**src/rtl/spi_regif_pkg.sv**
```systemverilog
`timescale 1ns/1ps
package spi_regif_pkg;
  typedef enum logic [1:0] {PH_CTRL, PH_ADDR, PH_DATA} phase_e;
  // control byte fields decoded by the engine
  localparam int CB_RD   = 0;
  localparam int CB_STS  = 1;
  localparam int CB_HOLD = 2;
endpackage

```
**src/rtl/spi_regif_edge.sv**
```systemverilog
`timescale 1ns/1ps
module spi_regif_edge #(
  parameter int CPOL = 0,
  parameter int CPHA = 0
) (
  input  logic clk_i,
  input  logic rst_ni,
  input  logic ss_ni,
  input  logic sclk_i,
  input  logic mosi_i,
  output logic act_o,
  output logic samp_o,
  output logic shft_o,
  output logic mosi_o
);
  localparam logic IDLE = 1'(CPOL);
  localparam bit SAMP_RISE = (CPOL == CPHA);

  logic [1:0] ss_q, sclk_q, mosi_q;
  logic sclk_d, rise, fall;

  always_ff @(posedge clk_i or negedge rst_ni) begin
    if (!rst_ni) begin
      ss_q   <= 2'b11;
      sclk_q <= {2{IDLE}};
      mosi_q <= 2'b00;
      sclk_d <= IDLE;
    end else begin
      ss_q   <= {ss_q[0], ss_ni};
      sclk_q <= {sclk_q[0], sclk_i};
      mosi_q <= {mosi_q[0], mosi_i};
      sclk_d <= sclk_q[1];
    end
  end

  assign act_o  = ~ss_q[1];
  assign mosi_o = mosi_q[1];
  assign rise   = act_o & sclk_q[1] & ~sclk_d;
  assign fall   = act_o & ~sclk_q[1] & sclk_d;

  generate
    if (SAMP_RISE) begin : g_samp_rise
      assign samp_o = rise;
      assign shft_o = fall;
    end else begin : g_samp_fall
      assign samp_o = fall;
      assign shft_o = rise;
    end
  endgenerate
endmodule

```
**src/rtl/spi_regif_fsm.sv**
```systemverilog
`timescale 1ns/1ps
module spi_regif_fsm
  import spi_regif_pkg::*;
#(
  parameter int CFG_AW = 2,
  parameter int STS_AW = 2
) (
  input  logic              clk_i,
  input  logic              rst_ni,
  input  logic              act_i,
  input  logic              samp_i,
  input  logic              shft_i,
  input  logic              mosi_i,
  input  logic [7:0]        rd_byte_i,
  output logic [7:0]        ctrl_o,
  output logic [7:0]        addr_o,
  output logic              ctrl_wr_o,
  output logic              addr_wr_o,
  output logic              cfg_we_o,
  output logic [7:0]        cfg_wdata_o,
  output logic [CFG_AW-1:0] cfg_widx_o,
  output logic              cfg_rd_o,
  output logic              sts_rd_o,
  output logic              miso_o,
  output logic              miso_oe_o
);
  phase_e     ph;
  logic [2:0] cnt;
  logic [7:0] rx, tx, ctrl_q, addr_q, addr_inc, byte_in;
  logic       tx_vld, miso_q;

  assign byte_in = {rx[6:0], mosi_i};

  always_comb begin
    addr_inc = '0;
    if (ctrl_q[CB_STS]) addr_inc[STS_AW-1:0] = addr_q[STS_AW-1:0] + 1'b1;
    else                addr_inc[CFG_AW-1:0] = addr_q[CFG_AW-1:0] + 1'b1;
  end

  always_ff @(posedge clk_i or negedge rst_ni) begin
    if (!rst_ni) begin
      ph          <= PH_CTRL;
      cnt         <= '0;
      rx          <= '0;
      tx          <= '0;
      ctrl_q      <= '0;
      addr_q      <= '0;
      tx_vld      <= 1'b0;
      miso_q      <= 1'b0;
      ctrl_wr_o   <= 1'b0;
      addr_wr_o   <= 1'b0;
      cfg_we_o    <= 1'b0;
      cfg_wdata_o <= '0;
      cfg_widx_o  <= '0;
      cfg_rd_o    <= 1'b0;
      sts_rd_o    <= 1'b0;
    end else begin
      ctrl_wr_o <= 1'b0;
      addr_wr_o <= 1'b0;
      cfg_we_o  <= 1'b0;
      cfg_rd_o  <= 1'b0;
      sts_rd_o  <= 1'b0;
      if (!act_i) begin
        // deselect abandons any partial byte
        ph     <= PH_CTRL;
        cnt    <= '0;
        tx_vld <= 1'b0;
      end else begin
        if (samp_i) begin
          rx  <= byte_in;
          cnt <= cnt + 3'd1;
          if (cnt == 3'd7) begin
            unique case (ph)
              PH_CTRL: begin
                ctrl_q    <= byte_in;
                ctrl_wr_o <= 1'b1;
                ph        <= PH_ADDR;
              end
              PH_ADDR: begin
                addr_q    <= byte_in;
                addr_wr_o <= 1'b1;
                ph        <= PH_DATA;
              end
              default: begin
                if (ctrl_q[CB_RD]) begin
                  if (ctrl_q[CB_STS]) sts_rd_o <= 1'b1;
                  else                cfg_rd_o <= 1'b1;
                end else if (!ctrl_q[CB_STS]) begin
                  cfg_we_o    <= 1'b1;
                  cfg_wdata_o <= byte_in;
                  cfg_widx_o  <= addr_q[CFG_AW-1:0];
                end
                if (!ctrl_q[CB_HOLD]) addr_q <= addr_inc;
              end
            endcase
          end
        end
        if (shft_i && ph == PH_DATA && ctrl_q[CB_RD]) begin
          if (cnt == 3'd0) begin
            // byte boundary: fetch the addressed register
            miso_q <= rd_byte_i[7];
            tx     <= {rd_byte_i[6:0], 1'b0};
            tx_vld <= 1'b1;
          end else begin
            miso_q <= tx[7];
            tx     <= {tx[6:0], 1'b0};
          end
        end
      end
    end
  end

  assign ctrl_o    = ctrl_q;
  assign addr_o    = addr_q;
  assign miso_o    = miso_q;
  assign miso_oe_o = tx_vld;
endmodule

```
**src/rtl/spi_regif_cfg.sv**
```systemverilog
`timescale 1ns/1ps
module spi_regif_cfg #(
  parameter int NUM = 4,
  parameter int AW  = 2
) (
  input  logic           clk_i,
  input  logic           rst_ni,
  input  logic           we_i,
  input  logic [AW-1:0]  idx_i,
  input  logic [7:0]     wdata_i,
  output logic [NUM*8-1:0] regs_o
);
  for (genvar n = 0; n < NUM; n++) begin : g_reg
    logic [7:0] q;
    always_ff @(posedge clk_i or negedge rst_ni) begin
      if (!rst_ni)                         q <= '0;
      else if (we_i && idx_i == AW'(n))    q <= wdata_i;
    end
    assign regs_o[8*n +: 8] = q;
  end
endmodule

```
**src/rtl/spi_regif.sv**
```systemverilog
`timescale 1ns/1ps
module spi_regif
  import spi_regif_pkg::*;
#(
  parameter int NUM_CFG = 4,
  parameter int NUM_STS = 4,
  parameter int CPOL    = 0,
  parameter int CPHA    = 0
) (
  input  logic               clk_i,
  input  logic               rst_ni,
  input  logic               sclk_i,
  input  logic               ss_ni,
  input  logic               mosi_i,
  output logic               miso_o,
  output logic               miso_oe_o,
  output logic               ctrl_wr_o,
  output logic               addr_wr_o,
  output logic               cfg_wr_o,
  output logic               cfg_rd_o,
  output logic               sts_rd_o,
  output logic [7:0]         ctrl_o,
  output logic [7:0]         addr_o,
  output logic [NUM_CFG*8-1:0] cfg_o,
  input  logic [NUM_STS*8-1:0] sts_i
);
  localparam int CFG_AW = $clog2(NUM_CFG);
  localparam int STS_AW = $clog2(NUM_STS);

  logic              act, samp, shft, mosi_s;
  logic              cfg_we;
  logic [7:0]        cfg_wdata, rd_byte;
  logic [CFG_AW-1:0] cfg_widx, cidx;
  logic [STS_AW-1:0] sidx;

  spi_regif_edge #(.CPOL(CPOL), .CPHA(CPHA)) u_edge (
    .clk_i  (clk_i),
    .rst_ni (rst_ni),
    .ss_ni  (ss_ni),
    .sclk_i (sclk_i),
    .mosi_i (mosi_i),
    .act_o  (act),
    .samp_o (samp),
    .shft_o (shft),
    .mosi_o (mosi_s)
  );

  spi_regif_fsm #(.CFG_AW(CFG_AW), .STS_AW(STS_AW)) u_fsm (
    .clk_i       (clk_i),
    .rst_ni      (rst_ni),
    .act_i       (act),
    .samp_i      (samp),
    .shft_i      (shft),
    .mosi_i      (mosi_s),
    .rd_byte_i   (rd_byte),
    .ctrl_o      (ctrl_o),
    .addr_o      (addr_o),
    .ctrl_wr_o   (ctrl_wr_o),
    .addr_wr_o   (addr_wr_o),
    .cfg_we_o    (cfg_we),
    .cfg_wdata_o (cfg_wdata),
    .cfg_widx_o  (cfg_widx),
    .cfg_rd_o    (cfg_rd_o),
    .sts_rd_o    (sts_rd_o),
    .miso_o      (miso_o),
    .miso_oe_o   (miso_oe_o)
  );

  spi_regif_cfg #(.NUM(NUM_CFG), .AW(CFG_AW)) u_cfg (
    .clk_i   (clk_i),
    .rst_ni  (rst_ni),
    .we_i    (cfg_we),
    .idx_i   (cfg_widx),
    .wdata_i (cfg_wdata),
    .regs_o  (cfg_o)
  );

  assign cidx = addr_o[CFG_AW-1:0];
  assign sidx = addr_o[STS_AW-1:0];
  assign rd_byte = ctrl_o[CB_STS] ? sts_i[{sidx, 3'b000} +: 8]
                                  : cfg_o[{cidx, 3'b000} +: 8];
  assign cfg_wr_o = cfg_we;
endmodule

```
**config.mk**
```make
export PLATFORM = sky130hd
export DESIGN_NAME = spi_regif
export DESIGN_NICKNAME = d
export VERILOG_FILES = /design/src/rtl/spi_regif_pkg.sv /design/src/rtl/spi_regif_edge.sv /design/src/rtl/spi_regif_fsm.sv /design/src/rtl/spi_regif_cfg.sv /design/src/rtl/spi_regif.sv
export SDC_FILE = /design/constraint.sdc
export NUM_CORES = 1
export LEC_CHECK = 0
export BUFFER_PORTS_ARGS = -buffer_cell sky130_fd_sc_hd__buf_2
export CAP_MARGIN = 40
export CORE_ASPECT_RATIO = 0.6
export CORE_UTILIZATION = 40
export DETAILED_ROUTE_END_ITERATION = 16
export SETUP_SLACK_MARGIN = 0.05
export SYNTH_ARGS = -nofsm -noshare
export SYNTH_HDL_FRONTEND = slang
export SYNTH_HIERARCHICAL = 1
export SYNTH_SLANG_ARGS = --single-unit
```
**constraint.sdc**
```tcl
create_clock -name clk_i -period 2 [get_ports clk_i]
set_input_delay 0 -clock clk_i [delete_from_list [all_inputs] [get_ports clk_i]]
set_output_delay 0 -clock clk_i [all_outputs]
set_load 0.02 [all_outputs]
```
==> results of run 1 <==
-- metal layers --
layer,global-route usage [%],vias up,wire length [um]
met5,0,-,0
met4,5.00,0,73
met3,5.07,8,652
met2,24.7,92,3840
met1,29.1,1350,5000
li1,-,1220,-
-- power groups by stage --
stage	registers, mW	logic, mW	clock network (mW)
after global routing	1.95	0.175	1.66
after floorplan	1.96	0.0636	0
after detailed placement	1.98	0.153	0
after global placement	1.98	0.150	0
final	1.95	0.158	1.55
after CTS	1.95	0.160	1.60
-- stage by stage --
stage          setup TNS (ns)  setup WS [ns]
2_1_floorplan          -0.652        -0.0940
3_3_place_gp                0         0.0142
3_5_place_dp          -0.0220        -0.0130
4_1_cts                     0        0.00889
5_1_grt                -0.162        -0.0456
6_report                    0         0.0161
-- cells by family after synthesis --
kind of cell,Yosys count,share of synthesized area [%]
buf+inv,26,3.60
mux,105,34.2
flops,91,53.0
fa+ha+maj,4,1.16
compound gates,5,0.960
xor+xnor,2,0.407
simple gates,41,6.74
-- sequential cells by signal, summed over array words and instances, names as in the netlist --
name / flops
u_fsm/ph: 2
u_fsm/ctrl_wr_o: 1
u_edge/ss_q: 2
u_fsm/cfg_rd_o: 1
u_fsm/cfg_we_o: 1
u_fsm/cfg_wdata_o: 8
u_fsm/addr_wr_o: 1
u_fsm/cfg_widx_o: 2
u_fsm/addr_o: 8
u_fsm/miso_o: 1
u_edge/sclk_q: 2
u_fsm/ctrl_o: 8
u_fsm/cnt: 3
u_fsm/tx: 7
u_fsm/rx: 7
u_fsm/miso_oe_o: 1
u_fsm/sts_rd_o: 1
u_edge/sclk_d: 1
u_edge/mosi_q: 2
u_cfg/g.q: 32
-- Yosys cell counts (2+ instances only) --
| library cell | instances | area [um^2] |
|---|---|---|
| and3_1 | 3 | 18.8 |
| buf_6 | 4 | 45.0 |
| mux4_1 | 15 | 394 |
| nand3_1 | 2 | 10.0 |
| dfrtp_1 | 89 | 2230 |
| mux2i_1 | 10 | 100 |
| nor2b_1 | 6 | 37.5 |
| dfstp_2 | 2 | 52.6 |
| nand3b_2 | 2 | 22.5 |
| nor2_1 | 2 | 7.51 |
| inv_1 | 12 | 45.0 |
| nand3_2 | 2 | 20.0 |
| buf_2 | 3 | 15.0 |
| and2_1 | 2 | 12.5 |
| mux2_2 | 62 | 698 |
| clkbuf_1 | 3 | 11.3 |
| nand2_1 | 9 | 33.8 |
| mux2_4 | 17 | 255 |
| nor3b_1 | 3 | 22.5 |
| buf_4 | 2 | 15.0 |
| ha_1 | 4 | 50.1 |
-- final cells by class --
class,instances,area (um^2)
Fill cell,899,4810
Clock inverter,5,28.8
Clock buffer,11,243
Multi-Input combinational cell,157,1890
Inverter,12,45.0
Timing Repair Buffer,114,694
Tap cell,135,169
Sequential cell,91,2280
-- repair_timing --
action,in CTS,in global routing
buffers inserted,0,2
hold buffers,4,0
endpoints found under the hold margin,35,0
gates resized for setup,6,4
cloned,0,0
endpoints found under the setup margin,7,25
-- layout by cell type (no fill, tap or decap), types with 3 or more instances in the layout --
cell / netlist / routed
mux4_2: 1 / 14
clkinv_2: 0 / 4
dfrtp_1: 89 / 88
mux2i_1: 10 / 10
buf_12: 1 / 4
nor2b_1: 6 / 6
buf_2: 3 / 90
and3_1: 3 / 3
buf_4: 2 / 15
mux2_4: 17 / 33
inv_1: 12 / 12
dlygate4sd3_1: 0 / 4
mux2_2: 62 / 46
clkbuf_16: 0 / 9
nand2_1: 9 / 9
-- path summary, 6_finish.rpt --
check | start | endpoint | depth (start not counted)
max reg2reg | u_fsm/ctrl_o[1] | u_fsm/tx[6] | 5
max in group asynchronous | rst_ni | u_fsm/ctrl_o[1] | 3
min in group clk_i | sts_i[16] | u_fsm/tx[1] | 5
min | rst_ni | u_fsm/addr_o[0] | 2
max | u_fsm/ctrl_o[1] | u_fsm/tx[6] | 5
min reg2reg | u_edge/mosi_q[0] | u_edge/mosi_q[1] | 0
==> impl_metrics.csv, run 1 <==
group,metric,value,unit
power_and_ir_drop,powerDensity,683,nW/um^2
sta,max_slew_margin,57.3,%
drt,viasPerCell,5.09,
clock_network,numCtsBuffers,9,
clock_network,clockBufferDepth,2,
power_and_ir_drop,power,3.65,mW
floorplan,core_area,10200,um^2
synth,yosysSeqAreaShare,53.0,%
sta,fmax,0.504,GHz
sta,tightestPinTransition,0.640,ns
setup_path,crit_required,2.22,ns
power_and_ir_drop,p_int,2.84,mW
sta,whs,0.158,ns
cells_and_area,fin_util,52.7,%
clock_network,cts_max_level,3,
drt,wl_per_cell,18.2,um
setup_path,crit_buf_inv,1,
status,status,"finished clean",
sta,finalCriticalPeriod,1.98,ns
cells_and_area,final_cells,525,
floorplan,die_h,82.4,um
drt,drcViolationCount,0,
drt,ant_nets,0,
floorplan,row_count,28,
cells_and_area,nets,426,
power_and_ir_drop,combPwrFrac,4.3,%
clock_network,clock_latency,0.34,ns
floorplan,dieWidth,136,um
grt,grt_max_degree,39,
synth,synth_ff_type,"dfrtp_1",
setup_path,crit_path_cell_trace,"buf_12 -> mux4_2 -> mux2_4 -> mux2_4 -> mux2_4",
cells_and_area,drive_gt1_share,59.7,%
floorplan,dieArea,11200,um^2
power_and_ir_drop,p_clk_share,42.4,%
synth,async_flop_share,100,%
setup_path,worstPathArrival,2.21,ns
drt,wirelength,9560,um
floorplan,ios,92,
grt,first_global_vias,2692,
drt,vias,2670,
min_path,hp-class,"primary input to asynchronous set/reset pin",
cells_and_area,final_area,5350,um^2
drt,drt_first_pass_iters,4,
synth,synth_nets,315,
grt,grt_usage,18.6,%
sta,final.period_utilization,99.2,%
floorplan,initial_utilization,42.4,%
flow_run,maxCapViolCount,0,
setup_path,cp_top_family,"multiplexers",
power_and_ir_drop,switchingPower,0.815,mW
setup_path,crit_top_cell,"mux2_4",
setup_path,slowest_delay,0.50,ns
place,dp_hpwl,6920,um
grt,grt_pass1_wl,15000,um
sta,hold_violations,0,
setup_path,r2r_slack,0.02,ns
cells_and_area,synthToLayoutAreaGrowth,24.4,%
sta,finalSetupViolCount,0,
synth,synth_area,4300,um^2
setup_path,cp-end-kind,"flip-flop",
place,io_buffers,91,
setup_path,start_kind,"flip-flop",
setup_path,path_class,"flip-flop to flip-flop",
grt,antenna_found_initial,0,
sta,clock_skew,0.00693,ns
power_and_ir_drop,leakagePower,2.86,nW
synth,yosysWarnings,6,
place,dp_cells,503,
place,placed_area,5020,um^2
clock_network,cts_tree,"built",
power_and_ir_drop,p_sw_share,22.3,%
clock_network,cts.root.buffer_cell,"clkbuf_16",
setup_path,worst-path-max-fanout,10,
sta,drv_slew,0,
place,place.gp.congestion,0.838,
synth,synth_area_per_cell,15.7,um^2
power_and_ir_drop,ir_drop,387,uV
cells_and_area,diodes,0,
clock_network,cts.sinks,91,
synth,syn_inst,274,
synth,ys_ff_latch,91,
drt,initialDrtViolationCount,151,
clock_network,clk_pin_slew_worst_paths,0.06,ns
synth,synth.distinct_cells,41,
grt,gr-total-overflow,0,
setup_path,slowest_stage,"mux4_2",
power_and_ir_drop,seq_power_share,53.3,%
sta,rsz0062_at_grt,"yes",
synth,synth-edff-count,0,
No activity file was read; power rests on OpenSTA's default activity.
==> run 2: changes to the inputs <==
PLACE_DENSITY_LB_ADDON = 0.05   (was not set)
==> impl_metrics.csv, run 2 (same netlist as run 1, synthesis figures left out) <==
group,metric,value,unit
setup_path,r2r-start,"u_fsm/ctrl_o[1]",
sta,clock_skew,0.00656,ns
drt,wl_per_cell,19.1,um
grt,grt_pass1_wl,15100,um
setup_path,r2r_slack,-0.03,ns
power_and_ir_drop,ir_drop,404,uV
sta,finalCriticalPeriod,2.03,ns
grt,first_global_vias,2614,
drt,initialDrtViolationCount,126,
setup_path,slowest_delay,0.48,ns
cells_and_area,nets,426,
sta,rsz0062_at_grt,"yes",
place,io_buffers,91,
status,violations,"negative setup slack",
sta,fin_setup_tns,-0.101,ns
sta,tightestPinTransition,0.657,ns
status,status,"complete, but fails checks",
clock_network,cts_tree,"built",
clock_network,numCtsBuffers,9,
sta,final.period_utilization,101,%
place,dp_cells,503,
power_and_ir_drop,switchingPower,0.833,mW
place,placed_area,5040,um^2
setup_path,path_class,"flip-flop to flip-flop",
grt,antenna_found_initial,0,
power_and_ir_drop,seq_power_share,50.0,%
power_and_ir_drop,leakagePower,2.89,nW
grt,grt_max_degree,49,
cells_and_area,synthToLayoutAreaGrowth,26.0,%
setup_path,crit_top_cell,"mux2_4",
drt,ant_nets,0,
cells_and_area,fin_util,53.4,%
clock_network,cts_max_level,3,
cells_and_area,final_cell_mix,"buf_2 (90), dfrtp_1 (88), mux2_2 (44)",
min_path,hp-class,"primary input to asynchronous set/reset pin",
sta,drv_slew,0,
setup_path,slowest_stage,"mux4_2",
floorplan,ios,92,
power_and_ir_drop,p_int,3.06,mW
drt,viasPerCell,5.09,
power_and_ir_drop,powerDensity,718,nW/um^2
place,place.gp.congestion,0.746,
grt,grt_usage,18.8,%
grt,gr-total-overflow,0,
sta,fmax,0.494,GHz
cells_and_area,final_cells,525,
sta,worst_slack,-0.0258,ns
floorplan,dieWidth,136,um
floorplan,dieArea,11200,um^2
drt,drt_first_pass_iters,4,
cells_and_area,layout_commonest_cell,"buf_2",
sta,max_slew_margin,56.2,%
cells_and_area,diodes,0,
setup_path,crit_required,2.22,ns
place,dp_hpwl,7000,um
floorplan,row_count,28,
drt,wirelength,10000,um
floorplan,core_area,10200,um^2
cells_and_area,top_register,"u_cfg/g.q",
power_and_ir_drop,p_sw_share,21.4,%
setup_path,start_kind,"flip-flop",
power_and_ir_drop,p_clk_share,46.0,%
setup_path,crit_path_cell_trace,"clkbuf_16 -> mux4_2 -> mux2_4 -> mux2_4 -> mux2_4",
cells_and_area,drive_gt1_share,59.0,%
sta,hold_violations,0,
sta,whs,0.231,ns
power_and_ir_drop,combPwrFrac,4.0,%
floorplan,die_h,82.4,um
cells_and_area,final_area,5420,um^2
flow_run,maxCapViolCount,0,
floorplan,initial_utilization,42.4,%
drt,vias,2671,
clock_network,cts.sinks,91,
drt,drcViolationCount,0,
clock_network,cts.root.buffer_cell,"clkbuf_16",
sta,finalSetupViolCount,7,
setup_path,worstPathArrival,2.25,ns
setup_path,critPathLaunch,"u_fsm/ctrl_o[1]",
setup_path,cp-end-kind,"flip-flop",
clock_network,clockBufferDepth,2,
clock_network,clk_pin_slew_worst_paths,0.06,ns
cells_and_area,largest_register_ffs,32,
setup_path,worst-path-max-fanout,4,
clock_network,clock_latency,0.34,ns
[run 2: per-stage QoR]
| stage | setup WS, ns | power (mW) |
|---|---|---|
| floorplan | -0.0940 | 2.02 |
| global placement | 0.00613 | 2.14 |
| detailed placement | -0.0296 | 2.14 |
| CTS | -0.0285 | 3.95 |
| global route | -0.0562 | 4.05 |
| finish | -0.0258 | 3.89 |
[run 2: routing by layer]
| layer | wire length [um] | track usage [%] |
|---|---|---|
| met5 | 0 | 0 |
| met4 | 97 | 5.67 |
| met3 | 617 | 5.25 |
| met2 | 4030 | 24.9 |
| met1 | 5270 | 29.1 |
[run 2: final timing paths]
path,endpoint,cells past startpoint
max in group asynchronous,u_fsm/ctrl_o[1],3
max,u_fsm/tx[5],5
min in group clk_i,u_fsm/tx[1],5
min reg2reg,u_edge/sclk_q[1],0
max reg2reg,u_fsm/tx[5],5
min,u_cfg/g_reg[3].q[0],2
[run 2: what timing repair did]
action                                  in CTS  in global routing
resized for setup                            2                  7
hold buffers                                 4                  0
cloned                                       0                  1
endpoints found under the hold margin       49                  0
setup buffers                                1                  0
endpoints found under the setup margin       7                 11
[run 2: cell type report]
cell class	count	area [um^2]
multi-input cells	157	1900
flip-flops and latches	91	2280
inverters	12	45.0
clock buffers	11	233
fillers	859	4740
repair buffers	114	721
well taps	135	169
clock inverters	5	77.6
[run 2: worst max-delay path, delay by kind of cell (launching register included)]
kind     cells  cell delay, ns
buf+inv      1            0.18
flops        1            0.47
mux          4            1.26
[run 2: power by group through the flow]
stage | sequential [mW] | clock [mW] | combinational (mW)
2_1_floorplan | 1.96 | 0 | 0.0636
3_3_place_gp | 1.98 | 0 | 0.153
3_5_place_dp | 1.98 | 0 | 0.154
4_1_cts | 1.95 | 1.84 | 0.161
5_1_grt | 1.96 | 1.92 | 0.176
6_report | 1.95 | 1.79 | 0.157
